===== config.mk =====
export PLATFORM = sky130hd
export DESIGN_NAME = sws_ctrl
export DESIGN_NICKNAME = d
export VERILOG_FILES = /design/src/rtl/sws_pkg.sv /design/src/rtl/sws_phase_cnt.sv /design/src/rtl/sws_win_ctrl.sv /design/src/rtl/sws_llr_pipe.sv /design/src/rtl/sws_ctrl.sv
export SDC_FILE = /design/constraint.sdc
export NUM_CORES = 1
export LEC_CHECK = 0
export ABC_AREA = 1
export BUFFER_PORTS_ARGS = -buffer_cell sky130_fd_sc_hd__buf_4
export CAP_MARGIN = 0
export CORE_ASPECT_RATIO = 1.75
export CORE_MARGIN = 5
export CORE_UTILIZATION = 45
export CTS_CLUSTER_DIAMETER = 100
export DETAILED_ROUTE_END_ITERATION = 10
export HOLD_SLACK_MARGIN = 0.02
export MAX_ROUTING_LAYER = met4
export PLACE_DENSITY = 0.71
export SLEW_MARGIN = 40
export SYNTH_ARGS = -nofsm -noshare
export SYNTH_HDL_FRONTEND = slang
export SYNTH_HIERARCHICAL = 1
export SYNTH_SLANG_ARGS = --single-unit

===== constraint.sdc =====
create_clock -name clk_i -period 2.63 [get_ports clk_i]
set_input_delay 0.1315 -clock clk_i [delete_from_list [all_inputs] [get_ports clk_i]]
set_output_delay 0.1315 -clock clk_i [all_outputs]
set_load 0.005 [all_outputs]

===== src/rtl/sws_pkg.sv =====
package sws_pkg;
  typedef enum logic {
    BSRC_DUMMY = 1'b0,
    BSRC_EDGE  = 1'b1
  } beta_src_e;
endpackage


===== src/rtl/sws_phase_cnt.sv =====
module sws_phase_cnt #(
  parameter int TW      = 32,
  parameter int MAX_WIN = 16,
  parameter int SW      = $clog2(TW),
  parameter int KW      = $clog2(MAX_WIN + 1),
  parameter int PW      = $clog2(MAX_WIN + 2)
) (
  input  logic          clk_i,
  input  logic          rst_ni,
  input  logic          start_i,
  input  logic          busy_i,
  input  logic [KW-1:0] num_win_i,
  input  logic          term_mode_i,
  output logic          active_o,
  output logic [PW-1:0] phase_o,
  output logic [SW-1:0] stage_o,
  output logic [KW-1:0] nwin_o,
  output logic          term_o,
  output logic          last_step_o
);
  localparam int CW = (PW > KW) ? PW : KW;

  logic          active_q, term_q;
  logic [PW-1:0] phase_q;
  logic [SW-1:0] stage_q;
  logic [KW-1:0] nwin_q, nwin_clamp;
  logic          stage_wrap;

  always_comb begin
    if (num_win_i == '0)                   nwin_clamp = KW'(1);
    else if (num_win_i > KW'(MAX_WIN))     nwin_clamp = KW'(MAX_WIN);
    else                                   nwin_clamp = num_win_i;
  end

  assign stage_wrap  = (stage_q == SW'(TW - 1));
  assign last_step_o = active_q && stage_wrap &&
                       (CW'(phase_q) == CW'(nwin_q) + CW'(1));

  always_ff @(posedge clk_i or negedge rst_ni) begin
    if (!rst_ni) begin
      active_q <= 1'b0;
      phase_q  <= '0;
      stage_q  <= '0;
      nwin_q   <= KW'(1);
      term_q   <= 1'b0;
    end else if (start_i && !busy_i) begin
      active_q <= 1'b1;
      phase_q  <= '0;
      stage_q  <= '0;
      nwin_q   <= nwin_clamp;
      term_q   <= term_mode_i;
    end else if (active_q) begin
      stage_q <= stage_q + SW'(1);
      if (stage_wrap) phase_q <= phase_q + PW'(1);
      if (last_step_o) active_q <= 1'b0;
    end
  end

  assign active_o = active_q;
  assign phase_o  = phase_q;
  assign stage_o  = stage_q;
  assign nwin_o   = nwin_q;
  assign term_o   = term_q;
endmodule


===== src/rtl/sws_win_ctrl.sv =====
module sws_win_ctrl
  import sws_pkg::*;
#(
  parameter int TW      = 32,
  parameter int MAX_WIN = 16,
  parameter int SW      = $clog2(TW),
  parameter int KW      = $clog2(MAX_WIN + 1),
  parameter int PW      = $clog2(MAX_WIN + 2),
  parameter int IW      = $clog2(TW * MAX_WIN)
) (
  input  logic          active_i,
  input  logic [PW-1:0] phase_i,
  input  logic [SW-1:0] stage_i,
  input  logic [KW-1:0] nwin_i,
  input  logic          term_i,
  output logic          feed_en_o,
  output logic [IW-1:0] feed_idx_o,
  output logic          dbeta_en_o,
  output logic          dbeta_init_o,
  output logic          dbeta_term_o,
  output logic          alpha_en_o,
  output logic [IW-1:0] alpha_idx_o,
  output logic [SW-1:0] alpha_wr_addr_o,
  output logic          beta_en_o,
  output logic [IW-1:0] beta_idx_o,
  output logic          beta_load_o,
  output beta_src_e     beta_src_o,
  output logic [SW-1:0] alpha_rd_addr_o
);
  localparam int CW = (PW > KW) ? PW : KW;
  localparam int WB = IW - SW;

  logic [CW-1:0] ph, nw;
  logic [PW-1:0] a_win, b_win;
  logic [SW-1:0] lifo_addr;
  logic          first;

  assign ph    = CW'(phase_i);
  assign nw    = CW'(nwin_i);
  assign a_win = phase_i - PW'(1);
  assign b_win = phase_i - PW'(2);
  assign first = (stage_i == '0);

  // buffer direction flips each phase: read-first, same address rewritten
  assign lifo_addr = phase_i[0] ? stage_i : ~stage_i;

  always_comb begin
    feed_en_o    = active_i && (ph < nw);
    dbeta_en_o   = active_i && (ph >= CW'(1)) && (ph < nw);
    alpha_en_o   = active_i && (ph >= CW'(1)) && (ph <= nw);
    beta_en_o    = active_i && (ph >= CW'(2));
    dbeta_init_o = dbeta_en_o && first;
    dbeta_term_o = dbeta_init_o && term_i && (ph == nw - CW'(1));
    beta_load_o  = beta_en_o && first;
    beta_src_o   = (beta_en_o && (ph == nw + CW'(1))) ? BSRC_EDGE : BSRC_DUMMY;

    feed_idx_o  = feed_en_o  ? {phase_i[WB-1:0], ~stage_i} : '0;
    alpha_idx_o = alpha_en_o ? {a_win[WB-1:0], stage_i}    : '0;
    beta_idx_o  = beta_en_o  ? {b_win[WB-1:0], ~stage_i}   : '0;

    alpha_wr_addr_o = alpha_en_o ? lifo_addr : '0;
    alpha_rd_addr_o = beta_en_o  ? lifo_addr : '0;
  end
endmodule


===== src/rtl/sws_llr_pipe.sv =====
module sws_llr_pipe #(
  parameter int IW      = 9,
  parameter int LLR_LAT = 2
) (
  input  logic          clk_i,
  input  logic          rst_ni,
  input  logic          beta_en_i,
  input  logic [IW-1:0] beta_idx_i,
  input  logic          last_i,
  output logic          llr_valid_o,
  output logic [IW-1:0] llr_idx_o,
  output logic          pending_o,
  output logic          done_o
);
  logic [LLR_LAT-1:0] v_q, l_q;
  logic [IW-1:0]      i_q [LLR_LAT];
  logic               done_q;

  always_ff @(posedge clk_i or negedge rst_ni) begin
    if (!rst_ni) begin
      v_q    <= '0;
      l_q    <= '0;
      i_q[0] <= '0;
    end else begin
      v_q[0] <= beta_en_i;
      l_q[0] <= beta_en_i && last_i;
      i_q[0] <= beta_idx_i;
    end
  end

  for (genvar g = 1; g < LLR_LAT; g++) begin : g_stage
    always_ff @(posedge clk_i or negedge rst_ni) begin
      if (!rst_ni) begin
        v_q[g] <= 1'b0;
        l_q[g] <= 1'b0;
        i_q[g] <= '0;
      end else begin
        v_q[g] <= v_q[g-1];
        l_q[g] <= l_q[g-1];
        i_q[g] <= i_q[g-1];
      end
    end
  end

  always_ff @(posedge clk_i or negedge rst_ni) begin
    if (!rst_ni) done_q <= 1'b0;
    else         done_q <= v_q[LLR_LAT-1] && l_q[LLR_LAT-1];
  end

  assign llr_valid_o = v_q[LLR_LAT-1];
  assign llr_idx_o   = i_q[LLR_LAT-1];
  assign pending_o   = |v_q;
  assign done_o      = done_q;
endmodule


===== src/rtl/sws_ctrl.sv =====
module sws_ctrl
  import sws_pkg::*;
#(
  parameter int TW      = 32,
  parameter int MAX_WIN = 16,
  parameter int LLR_LAT = 2,
  localparam int SW     = $clog2(TW),
  localparam int KW     = $clog2(MAX_WIN + 1),
  localparam int PW     = $clog2(MAX_WIN + 2),
  localparam int IW     = $clog2(TW * MAX_WIN),
  localparam int LW     = $clog2((MAX_WIN + 2) * TW + LLR_LAT + 2)
) (
  input  logic          clk_i,
  input  logic          rst_ni,
  input  logic          start_i,
  input  logic [KW-1:0] num_win_i,
  input  logic          term_mode_i,
  output logic          busy_o,
  output logic          feed_en_o,
  output logic [IW-1:0] feed_idx_o,
  output logic          dbeta_en_o,
  output logic          dbeta_init_o,
  output logic          dbeta_term_o,
  output logic          alpha_en_o,
  output logic [IW-1:0] alpha_idx_o,
  output logic [SW-1:0] alpha_wr_addr_o,
  output logic          beta_en_o,
  output logic [IW-1:0] beta_idx_o,
  output logic          beta_load_o,
  output logic          beta_src_o,
  output logic [SW-1:0] alpha_rd_addr_o,
  output logic          llr_valid_o,
  output logic [IW-1:0] llr_idx_o,
  output logic          done_o,
  output logic [LW-1:0] half_len_o
);
  logic          active, term, last_step, pending;
  logic [PW-1:0] phase;
  logic [SW-1:0] stage;
  logic [KW-1:0] nwin;
  beta_src_e     bsrc;

  assign busy_o = active || pending;

  sws_phase_cnt #(.TW(TW), .MAX_WIN(MAX_WIN)) u_cnt (
    .clk_i       (clk_i),
    .rst_ni      (rst_ni),
    .start_i     (start_i),
    .busy_i      (busy_o),
    .num_win_i   (num_win_i),
    .term_mode_i (term_mode_i),
    .active_o    (active),
    .phase_o     (phase),
    .stage_o     (stage),
    .nwin_o      (nwin),
    .term_o      (term),
    .last_step_o (last_step)
  );

  sws_win_ctrl #(.TW(TW), .MAX_WIN(MAX_WIN)) u_win (
    .active_i        (active),
    .phase_i         (phase),
    .stage_i         (stage),
    .nwin_i          (nwin),
    .term_i          (term),
    .feed_en_o       (feed_en_o),
    .feed_idx_o      (feed_idx_o),
    .dbeta_en_o      (dbeta_en_o),
    .dbeta_init_o    (dbeta_init_o),
    .dbeta_term_o    (dbeta_term_o),
    .alpha_en_o      (alpha_en_o),
    .alpha_idx_o     (alpha_idx_o),
    .alpha_wr_addr_o (alpha_wr_addr_o),
    .beta_en_o       (beta_en_o),
    .beta_idx_o      (beta_idx_o),
    .beta_load_o     (beta_load_o),
    .beta_src_o      (bsrc),
    .alpha_rd_addr_o (alpha_rd_addr_o)
  );

  assign beta_src_o = (bsrc == BSRC_EDGE);

  sws_llr_pipe #(.IW(IW), .LLR_LAT(LLR_LAT)) u_llr (
    .clk_i       (clk_i),
    .rst_ni      (rst_ni),
    .beta_en_i   (beta_en_o),
    .beta_idx_i  (beta_idx_o),
    .last_i      (last_step),
    .llr_valid_o (llr_valid_o),
    .llr_idx_o   (llr_idx_o),
    .pending_o   (pending),
    .done_o      (done_o)
  );

  assign half_len_o = LW'((int'(nwin) + 2) * TW + LLR_LAT + 1);
endmodule


Word level (Yosys, flattened, before mapping)
Cells that the tools add are included.
{"block": "totals", "mem_bits_rw": 0, "latchBits": 0, "mem_count": 0, "input_bits": 9, "regBits": 40, "mem_bits_ro": 0, "wordCells": 70}
{"block": "op_classes", "mul": 0, "shifts": 0, "magnitude_cmp": 5, "reduce_logical": 23, "div": 0, "add_sub_neg": 9, "n_eq_ne": 3, "bitwise": 1, "muxes": 17}
{"cell": "$mux W5", "n": 10}
{"cell": "$mux W9", "n": 3}
{"cell": "$add A10 B2 Y10 const B", "n": 2}
{"cell": "$add A5 B1 Y5 const B", "n": 3}
{"cell": "$logic_and A1 B1 Y1", "n": 15}
{"cell": "$eq A5 B5 Y1", "n": 2}
{"cell": "$logic_not A5 Y1", "n": 2}
{"cell": "$add A5 B2 Y5 const B", "n": 1}
{"cell": "$eq A5 B5 Y1 const B", "n": 1}
{"cell": "$ge A5 B1 Y1 const B", "n": 1}
{"cell": "$ge A5 B2 Y1 const B", "n": 1}
{"cell": "$gt A5 B5 Y1 const B", "n": 1}
{"cell": "$le A5 B5 Y1", "n": 1}
{"cell": "$lt A5 B5 Y1", "n": 1}
{"cell": "$not A5 Y5", "n": 1}
{"cell": "$sub A5 B1 Y5 const B", "n": 1}
{"cell": "$mux W1", "n": 4}
{"cell": "$reduce_bool A2 Y1", "n": 2}
{"cell": "$sub A4 B1 Y4 const B", "n": 1}
{"cell": "$sub A4 B2 Y4 const B", "n": 1}
{"cell": "$reduce_and A2 Y1", "n": 1}
{"cell": "$reduce_or A2 Y1", "n": 1}
{"cell": "$logic_not A1 Y1", "n": 1}
{"cell": "$logic_or A1 B1 Y1", "n": 1}

Depth between registers and ports, before layout
Gate-level depths: netlist of the first run.
{"block": "depth", "depth_word": 6, "ltp_mapped": 11}

Cells and area by module
The synthesis of the first run kept the hierarchy.
{"module": "sws_phase_cnt", "instances": 1, "seq_area_each_um2": 426.7, "area_each_um2": 960.9, "cells_per_inst": 126}
{"module": "sws_win_ctrl", "instances": 1, "seq_area_each_um2": 0.0, "area_each_um2": 943.4, "cells_per_inst": 169}
{"module": "sws_llr_pipe", "instances": 1, "seq_area_each_um2": 575.6, "area_each_um2": 669.4, "cells_per_inst": 39}
{"module": "sws_ctrl", "instances": 1, "seq_area_each_um2": 0.0, "area_each_um2": 98.8, "cells_per_inst": 16}

Least setup slack after synthesis of the first run
OpenSTA, ideal clock, no wires.
{"block": "synth_timing", "path_kind": "register -> output", "from": "register u_cnt.nwin_q[2] (netlist: u_cnt/nwin_o[2])", "to": "output alpha_en_o", "arrival_ps": 1645, "path_stages_with_launch": 12, "required_time_ps": 2499, "slack_ps": 853, "path_buffers": 2, "path_cell_list": "dfrtp_1 -> clkbuf_2 -> inv_1 -> ha_1 -> nand2_1 -> nor2_1 -> nand2_1 -> nand3_2 -> nand2_1 -> nand2_4 -> buf_12 -> inv_2"}
{"block": "synth_between", "elab_chain_len": 2}
{"item": "from (decl)", "line": "sws_phase_cnt.sv:26", "rtl": "logic [KW-1:0] nwin_q, nwin_clamp;"}
{"item": "from (signal assigned)", "line": "sws_phase_cnt.sv:50", "rtl": "nwin_q <= nwin_clamp;"}
{"item": "$le A5 B5 Y1", "line": "sws_win_ctrl.sv:50", "rtl": "alpha_en_o = active_i && (ph >= CW'(1)) && (ph <= nw);"}
{"item": "$logic_and A1 B1 Y1", "line": "sws_win_ctrl.sv:50"}
{"item": "to (decl)", "line": "sws_ctrl.sv:24", "rtl": "output logic alpha_en_o,"}
No other way between the ends.

Worst setup path in the final report of the first run
{"block": "layout_timing", "from": "register u_cnt.nwin_q[2] (netlist: u_cnt/nwin_o[2])", "to": "output alpha_wr_addr_o[4]"}
{"block": "layout_between", "elab_chain_len": 3}
{"item": "$le A5 B5 Y1", "line": "sws_win_ctrl.sv:50"}
{"item": "$logic_and A1 B1 Y1", "line": "sws_win_ctrl.sv:50"}
{"item": "$mux W5", "line": "sws_win_ctrl.sv:61", "rtl": "alpha_wr_addr_o = alpha_en_o ? lifo_addr : '0;"}
{"item": "to (decl)", "line": "sws_ctrl.sv:26", "rtl": "output logic [SW-1:0] alpha_wr_addr_o,"}
No other way between the ends.

==> summary.txt, run 1 <==
Setup path
  • Max incr delay on CP: approximately 0.60 ns
  • R2R depth: 5
  • Setup crit end kind: output port
  • FF-to-FF End: u_cnt/nwin_o[4]
  • Worst-path fanout max: 15
  • Crit start category: flop
  • Crit-path most repeated cell: nand2_1
  • RR Startpoint: u_cnt/active_o
  • Crit Path Class: flop to output port
  • Arrival time at the worst endpoint: approximately 2.4 ns
  • CP required: between 2 and 3 ns
  • Max stage delay cell, worst path: dfrtp_1
  • R2R Setup Slk: approximately 0.77 ns
  • CP Cell Sequence: inv_1 > ha_1 > nand2_1 > nor2_1 > nand2_1 > nand3_2 > nand2_1 > nand2_4 > nor2_1 > buf_4

Layout
  • Share of post-route cells with drive strength above 1: between 20% and 30%
  • Fin area: 3280 um2
  • Commonest non-fill, non-tap cell in the layout: nand2_1
  • Final nets: about 440
  • Commonest cells after routing, fill and taps aside: nand2_1 (83), buf_4 (75), inv_1 (54)
  • Area Overhead vs Synth: 22.8%
  • Diode count: 0

Power
  • Pint: 2.41 mW
  • Leak pwr: between 1.5 and 2 nW
  • Switching Power: 1.96 mW
  • Maximum VDD drop: roughly 430 uV
  • Sw Share: roughly 45%
  • Clock power frac: 9.3%
  • Pwr/cell area: between 1000 and 1500 nW/um2
  • Sequential Power Share: about a quarter
  • Logic gate share of total power: approximately 67%

CTS
  • Clock buffer depth: 2
  • Post-CTS Setup Inserts: 0
  • CTS tree: done
  • Root Driver: clkbuf_8
  • Worst skew pair latency: between 0.2 and 0.3 ns
  • Clock transition at the registers of the reported paths: 0.08 ns
  • CTS buffer count: 5
  • Resized Gates After CTS: 0
  • # hold bufs at CTS: 1
  • Htree depth: 2
  • TritonCTS Sinks: 40

Global route
  • GRT Resource Usage Total: between 15 and 20%
  • GR Util met3: approximately 2.6%
  • Met1 Use GR: between 10% and 20%
  • Largest net degree at the start of global routing: a little over 40
  • First-pass GRT wire length: roughly 11,000 um
  • Vias in the first global route: ~2,300
  • GR Util met2: approximately 34%
  • Initial antenna violation count: 0
  • Overflow after GRT: 0
  • GRT busiest layer: met2

Timing
  • Fin Clk Skew: slightly below 0.006 ns
  • Final Hold Vio Count: 0
  • Final Setup Violations: 0
  • Post-layout minimum cycle time: around 2.5 ns
  • Period utilisation layout: between 90 and 100%
  • Fmax: 404 MHz
  • Final Max Tran Viols: 0
  • RSZ-0062 raised after global routing: false
  • Setup TNS Final: 0 ns

Synthesis
  • Ys Warns: 6
  • Post-Synth Simple-Gate Area: about 32%
  • Post-Synth Adder-Cell Area: between 7 and 8%
  • Yosys cell types: 37
  • Synth Area in XOR/XNOR: 3.28%
  • Largest family of logic cells by synthesized area: simple AND/OR/NAND/NOR gates
  • Multiplexer share of the synthesized area: 0%
  • Register area share after synthesis: around 38%
  • Syn Area/Cell: between 7 and 8 um2
  • Compound-Gate Fraction of Synth Area: around 4.5%
  • Synth Instances: 350
  • Synthesized area: around 2700 um2
  • FF+latch count, synth: 40

Die
  • I/O Pins: 76
  • Core region area: between 5000 and 6000 um2
  • Starting Density: a little under half
  • Die Y: 112 um
  • Die area: around 7600 um2
  • Die width: a little under 70 um
  • Row count: 37

Route
  • ANT nets after route: 0
  • # DRC: 0
  • Starting DRC count in detailed routing: around 110
  • Drt pass-1 iters: 4
  • Routed vias: approximately 2,400
  • Drt wl/cell: about 13 um
  • Detailed-route wire length: roughly 6700 um
  • Vias/cell: ~4.9

Worst hold path
  • Hold_sp: term_mode_i
  • Hold WC Path Type: primary input to flop
  • Hold EP: u_cnt/term_o
  • Worst hold path cell count: 3

Placed design
  • I/O Buffers: 70
  • RePlAce Congestion: a little under 0.9
  • Area of placed instances: roughly 3200 um2
  • DP HPWL: around 5200 um

Status
  • Outcome: finished clean

Job
  • Max Cap Violations: 0
cell type report:
class                   count  area (um2)
repair buffers             76         573
inverters                  59         221
multi-input cells         234        1300
clock inverters             3        18.8
well taps                  78        97.6
clock buffers               5        68.8
fillers                   585        2550
flip-flops and latches     40        1000
power groups by stage:
stage	sequential, mW	clock (mW)	combinational (mW)
2_1_floorplan	0.999	0	1.72
3_3_place_gp	1.06	0	2.85
3_5_place_dp	1.07	0	2.93
4_1_cts	1.06	0.418	2.94
5_1_grt	1.09	0.438	3.18
6_report	1.05	0.404	2.91
layer usage:
layer,share of wire [%],vias up
met3,5.9,14
met5,0,-
met1,35,1143
li1,-,1187
met2,56,98
met4,2.7,0
critical path: cells and delay by family (launching register included):
| kind | cells | cell delay (ns) |
|---|---|---|
| adders and majority gates | 1 | 0.32 |
| buffers and inverters | 2 | 0.29 |
| DFF | 1 | 0.60 |
| and+or+nand+nor | 7 | 0.84 |
kinds of logic after synthesis:
family | Yosys count
other | 2
adder cells (fa/ha/maj) | 17
AO/OA/AOI/OAI | 20
XOR/XNOR | 10
AND/OR/NAND/NOR | 182
flip-flops | 40
buffers and inverters | 79
per-stage QoR:
| stage | setup WS [ns] | hold WS, ns | instances | power, mW | util [%] |
|---|---|---|---|---|---|
| 2_1_floorplan | 0.853 | -0.164 | 353 | 2.72 | - |
| 3_3_place_gp | 0.593 | 0.136 | 486 | 3.91 | 54.6 |
| 3_5_place_dp | 0.501 | 0.132 | 486 | 4.00 | 54.6 |
| 4_1_cts | 0.180 | 0.0381 | 495 | 4.41 | 56.2 |
| 5_1_grt | 0.00622 | 0.0581 | 495 | 4.71 | 56.2 |
| 6_report | 0.152 | 0.0367 | 495 | 4.36 | 56.2 |
worst max-delay path by stage:
stage | start | to | slack, ns
final | u_cnt/nwin_o[2] | alpha_wr_addr_o[4] | 0.15
after detailed placement | u_cnt/nwin_o[2] | alpha_wr_addr_o[4] | 0.50
after CTS | u_cnt/nwin_o[2] | alpha_wr_addr_o[4] | 0.18
after global placement | u_cnt/nwin_o[2] | alpha_idx_o[0] | 0.59
after floorplan | u_cnt/nwin_o[2] | alpha_en_o | 0.85
after global routing | u_cnt/nwin_o[2] | alpha_wr_addr_o[4] | 0.006
flip-flops by register name, summed over array words and instances, names as in the netlist:
| name | flops |
|---|---|
| u_cnt/active_o | 1 |
| u_cnt/nwin_o | 5 |
| u_cnt/phase_o | 5 |
| u_cnt/stage_o | 5 |
| u_cnt/term_o | 1 |
| u_llr/done_o | 1 |
| u_llr/i_q | 9 |
| u_llr/l_q | 2 |
| u_llr/llr_idx_o | 9 |
| u_llr/llr_valid_o | 1 |
| u_llr/v_q | 1 |
cells in the mapped netlist:
library cell  count  share of area (%)
nand2_1          83                 12
inv_1            54                7.6
nor2_1           49                6.9
dfrtp_1          39                 37
ha_1             17                8.0
buf_4            16                4.5
nand3_1          16                3.0
nor2_4           11                4.6
xor2_1            9                2.9
a21oi_1           8                1.5
nor3_1            6                1.1
inv_2             5               0.70
o21ai_0           5               0.94
conb_1            2               0.28
nand2_2           2               0.47
nand2_4           2               0.84
nand3_2           2               0.75
nand4_1           2               0.47
nor2_2            2               0.47
nor4_1            2               0.47
o22ai_1           2               0.47
a211oi_1          1               0.28
a31oi_1           1               0.23
and3_1            1               0.23
buf_12            1               0.75
buf_2             1               0.19
buf_6             1               0.42
clkbuf_2          1               0.19
dfstp_2           1               0.98
nor3_2            1               0.37
o21a_1            1               0.28
o21ai_2           1               0.33
o22ai_2           1               0.47
or2_1             1               0.23
or2_2             1               0.23
or2_4             1               0.33
xnor2_1           1               0.33
No activity file was read; power rests on OpenSTA's default activity.
==> inputs of run 2 (changes only) <==
CORE_ASPECT_RATIO = not set   (was 1.75)
PLACE_DENSITY = 0.73   (was 0.71)
clock period = 2.1 ns   (was 2.63 ns; I/O delays follow)
==> summary.txt, run 2 (synthesized netlist as in run 1, its figures left out) <==
Status
  • Outcome: finished clean

Worst hold path
  • Worst hold path cell count: 3 (unchanged)
  • Hold EP: u_cnt/nwin_o[0]
  • Hold_sp: num_win_i[0]
  • Hold WC Path Type: primary input to flop

Power
  • Leak pwr: 1.97 nW (+5.8%)
  • Maximum VDD drop: 1100 uV (+160%)
  • Design Power: 5.95 mW (+36%)
  • Pwr/cell area: 1670 nW/um2 (+25%)

Route
  • Starting DRC count in detailed routing: 116 (+8.4%)
  • Vias/cell: 4.90 (-0.62%)
  • # DRC: 0 (unchanged)
  • Drt wl/cell: 14.1 um (+5.0%)
  • Routed vias: 2,515 (+3.0%)
  • Drt pass-1 iters: 4 (unchanged)
  • Detailed-route wire length: 7240 um (+8.8%)
  • ANT nets after route: 0 (unchanged)

Global route
  • Initial antenna violation count: 0 (unchanged)
  • Overflow after GRT: 0 (unchanged)
  • GRT Resource Usage Total: 18.9% (+0.30 points)
  • First-pass GRT wire length: 10,900 um (+2.8%)
  • Largest net degree at the start of global routing: 41 (unchanged)
  • Vias in the first global route: 2,308 (+0.22%)

Die
  • Die width: 87.1 um (+28%)
  • Row count: 28 (-24%)
  • I/O Pins: 76 (unchanged)
  • Die Y: 87.1 um (-22%)
  • Core region area: 5850 um2 (+0.30%)
  • Die area: 7580 um2 (-0.79%)
  • Starting Density: 45.7% (-0.14 points)

Setup path
  • Crit start category: flop
  • Max incr delay on CP: 0.41 ns (-0.19 ns)
  • Setup crit end kind: output port
  • Max stage delay cell, worst path: dfrtp_2
  • Worst-path fanout max: 9 (-6)
  • CP required: 2.00 ns (-0.50 ns)
  • Arrival time at the worst endpoint: 1.93 ns (-0.42 ns)
  • CP Cell Sequence: inv_1 > ha_4 > nand2_2 > nor2_2 > nand2_1 > nand3_4 > nor2_4 > inv_4 > nor2_1 > buf_4
  • Crit Path Class: flop to output port
  • FF-to-FF End: u_cnt/active_o
  • R2R depth: 11 (+6)
  • RR Startpoint: u_cnt/nwin_o[0]
  • R2R Setup Slk: 0.29 ns (-0.48 ns)

Layout
  • Fin area: 3570 um2 (+9.0%)
  • Area Overhead vs Synth: 33.8%
  • Diode count: 0 (unchanged)
  • Commonest non-fill, non-tap cell in the layout: buf_4
  • Share of post-route cells with drive strength above 1: 35.8% (+8.7 points)
  • Final nets: 463 (+4.8%)
  • Core Util, Final: 61.1% (+4.9 points)
  • Commonest cells after routing, fill and taps aside: buf_4 (93), nand2_1 (78), inv_1 (50)
  • Layout Cells excl Fill: 513 (+3.6%)

Placed design
  • I/O Buffers: 70 (unchanged)
  • Placed cells: 490 (+0.82%)
  • Pre-CTS setup slack: 0.146 ns (-0.356 ns)
  • Area of placed instances: 3230 um2 (+1.5%)
  • RePlAce Congestion: 0.942 (+8.2%)
  • DP HPWL: 5000 um (-4.5%)

Timing
  • Relative slew slack: approximately 67%
  • Worst-Margin Slew: approximately 0.5 ns
  • Final Max Tran Viols: 0 (unchanged)
  • Fin Clk Skew: 0.00854 ns (+0.00273 ns)
  • Final setup margin: 0.0645 ns (-0.0875 ns)
  • Final Setup Violations: 0 (unchanged)
  • Fmax: a little under 500 MHz
  • Post-layout minimum cycle time: approximately 2.0 ns
  • Period utilisation layout: between 90% and 100%
  • Final Hold Vio Count: 0 (unchanged)

CTS
  • Worst skew pair latency: 0.29 ns (about the same)
  • Htree depth: 2 (unchanged)
  • TritonCTS Sinks: 40 (unchanged)
  • Clock transition at the registers of the reported paths: 0.08 ns (about the same)
  • Clock buffer depth: 2 (unchanged)
  • CTS tree: done
  • Root Driver: clkbuf_8
  • CTS buffer count: 5 (unchanged)

Job
  • Max Cap Violations: 0 (unchanged)
-- run 2: worst max-delay path by stage --
stage                startpoint              to  depth (start not counted)
6_report        u_cnt/nwin_o[4]   feed_idx_o[7]                         10
5_1_grt         u_cnt/nwin_o[0]   feed_idx_o[7]                          9
4_1_cts        u_cnt/phase_o[4]   feed_idx_o[8]                          9
3_5_place_dp    u_cnt/nwin_o[4]  alpha_idx_o[2]                         10
3_3_place_gp    u_cnt/nwin_o[4]  alpha_idx_o[0]                         10
2_1_floorplan   u_cnt/nwin_o[2]      alpha_en_o                         11
-- run 2: cell type report --
| cell class | count | area, um2 |
|---|---|---|
| Clock buffer | 5 | 68.8 |
| Multi-Input combinational cell | 235 | 1420 |
| Inverter | 59 | 224 |
| Fill cell | 497 | 2280 |
| Sequential cell | 40 | 1010 |
| Clock inverter | 3 | 18.8 |
| Tap cell | 75 | 93.8 |
| Timing Repair Buffer | 96 | 738 |
-- run 2: through the flow --
| step | setup TNS (ns) | hold slack (ns) |
|---|---|---|
| 6_report | 0 | 0.0491 |
| 5_1_grt | -0.0776 | 0.0597 |
| 4_1_cts | -0.00434 | 0.0466 |
| 3_5_place_dp | 0 | 0.110 |
| 3_3_place_gp | 0 | 0.107 |
| 2_1_floorplan | 0 | -0.191 |
-- run 2: routing by layer --
metal	GRT usage, %	routed length (um)	up-vias
met5	-	0	-
li1	-	-	1227
met3	2.46	398	18
met4	8.22	163	0
met1	22.2	2900	1172
met2	32.2	3780	98
-- run 2: worst max-delay path, delay by kind of cell (launching register included) --
kind	cells	cell delay (ns)
simple gates	6	0.64
flops	1	0.41
buf+inv	3	0.34
fa+ha+maj	1	0.23
-- run 2: what timing repair did --
item	CTS	global route
hold buffers	2	0
gates resized for setup	6	25
pin swaps	0	5
endpoints found under the hold margin	40	0
setup endpoints to repair	26	38
gates cloned	0	1
setup buffers	3	9
-- run 2: where the power goes --
| group | switching, mW | leakage (nW) | internal [mW] |
|---|---|---|---|
| logic | 2.18 | 1.45 | 2.01 |
| clock network | 0.276 | 0.0479 | 0.232 |
| registers | 0.195 | 0.482 | 1.06 |
| total | 2.65 | 1.97 | 3.30 |
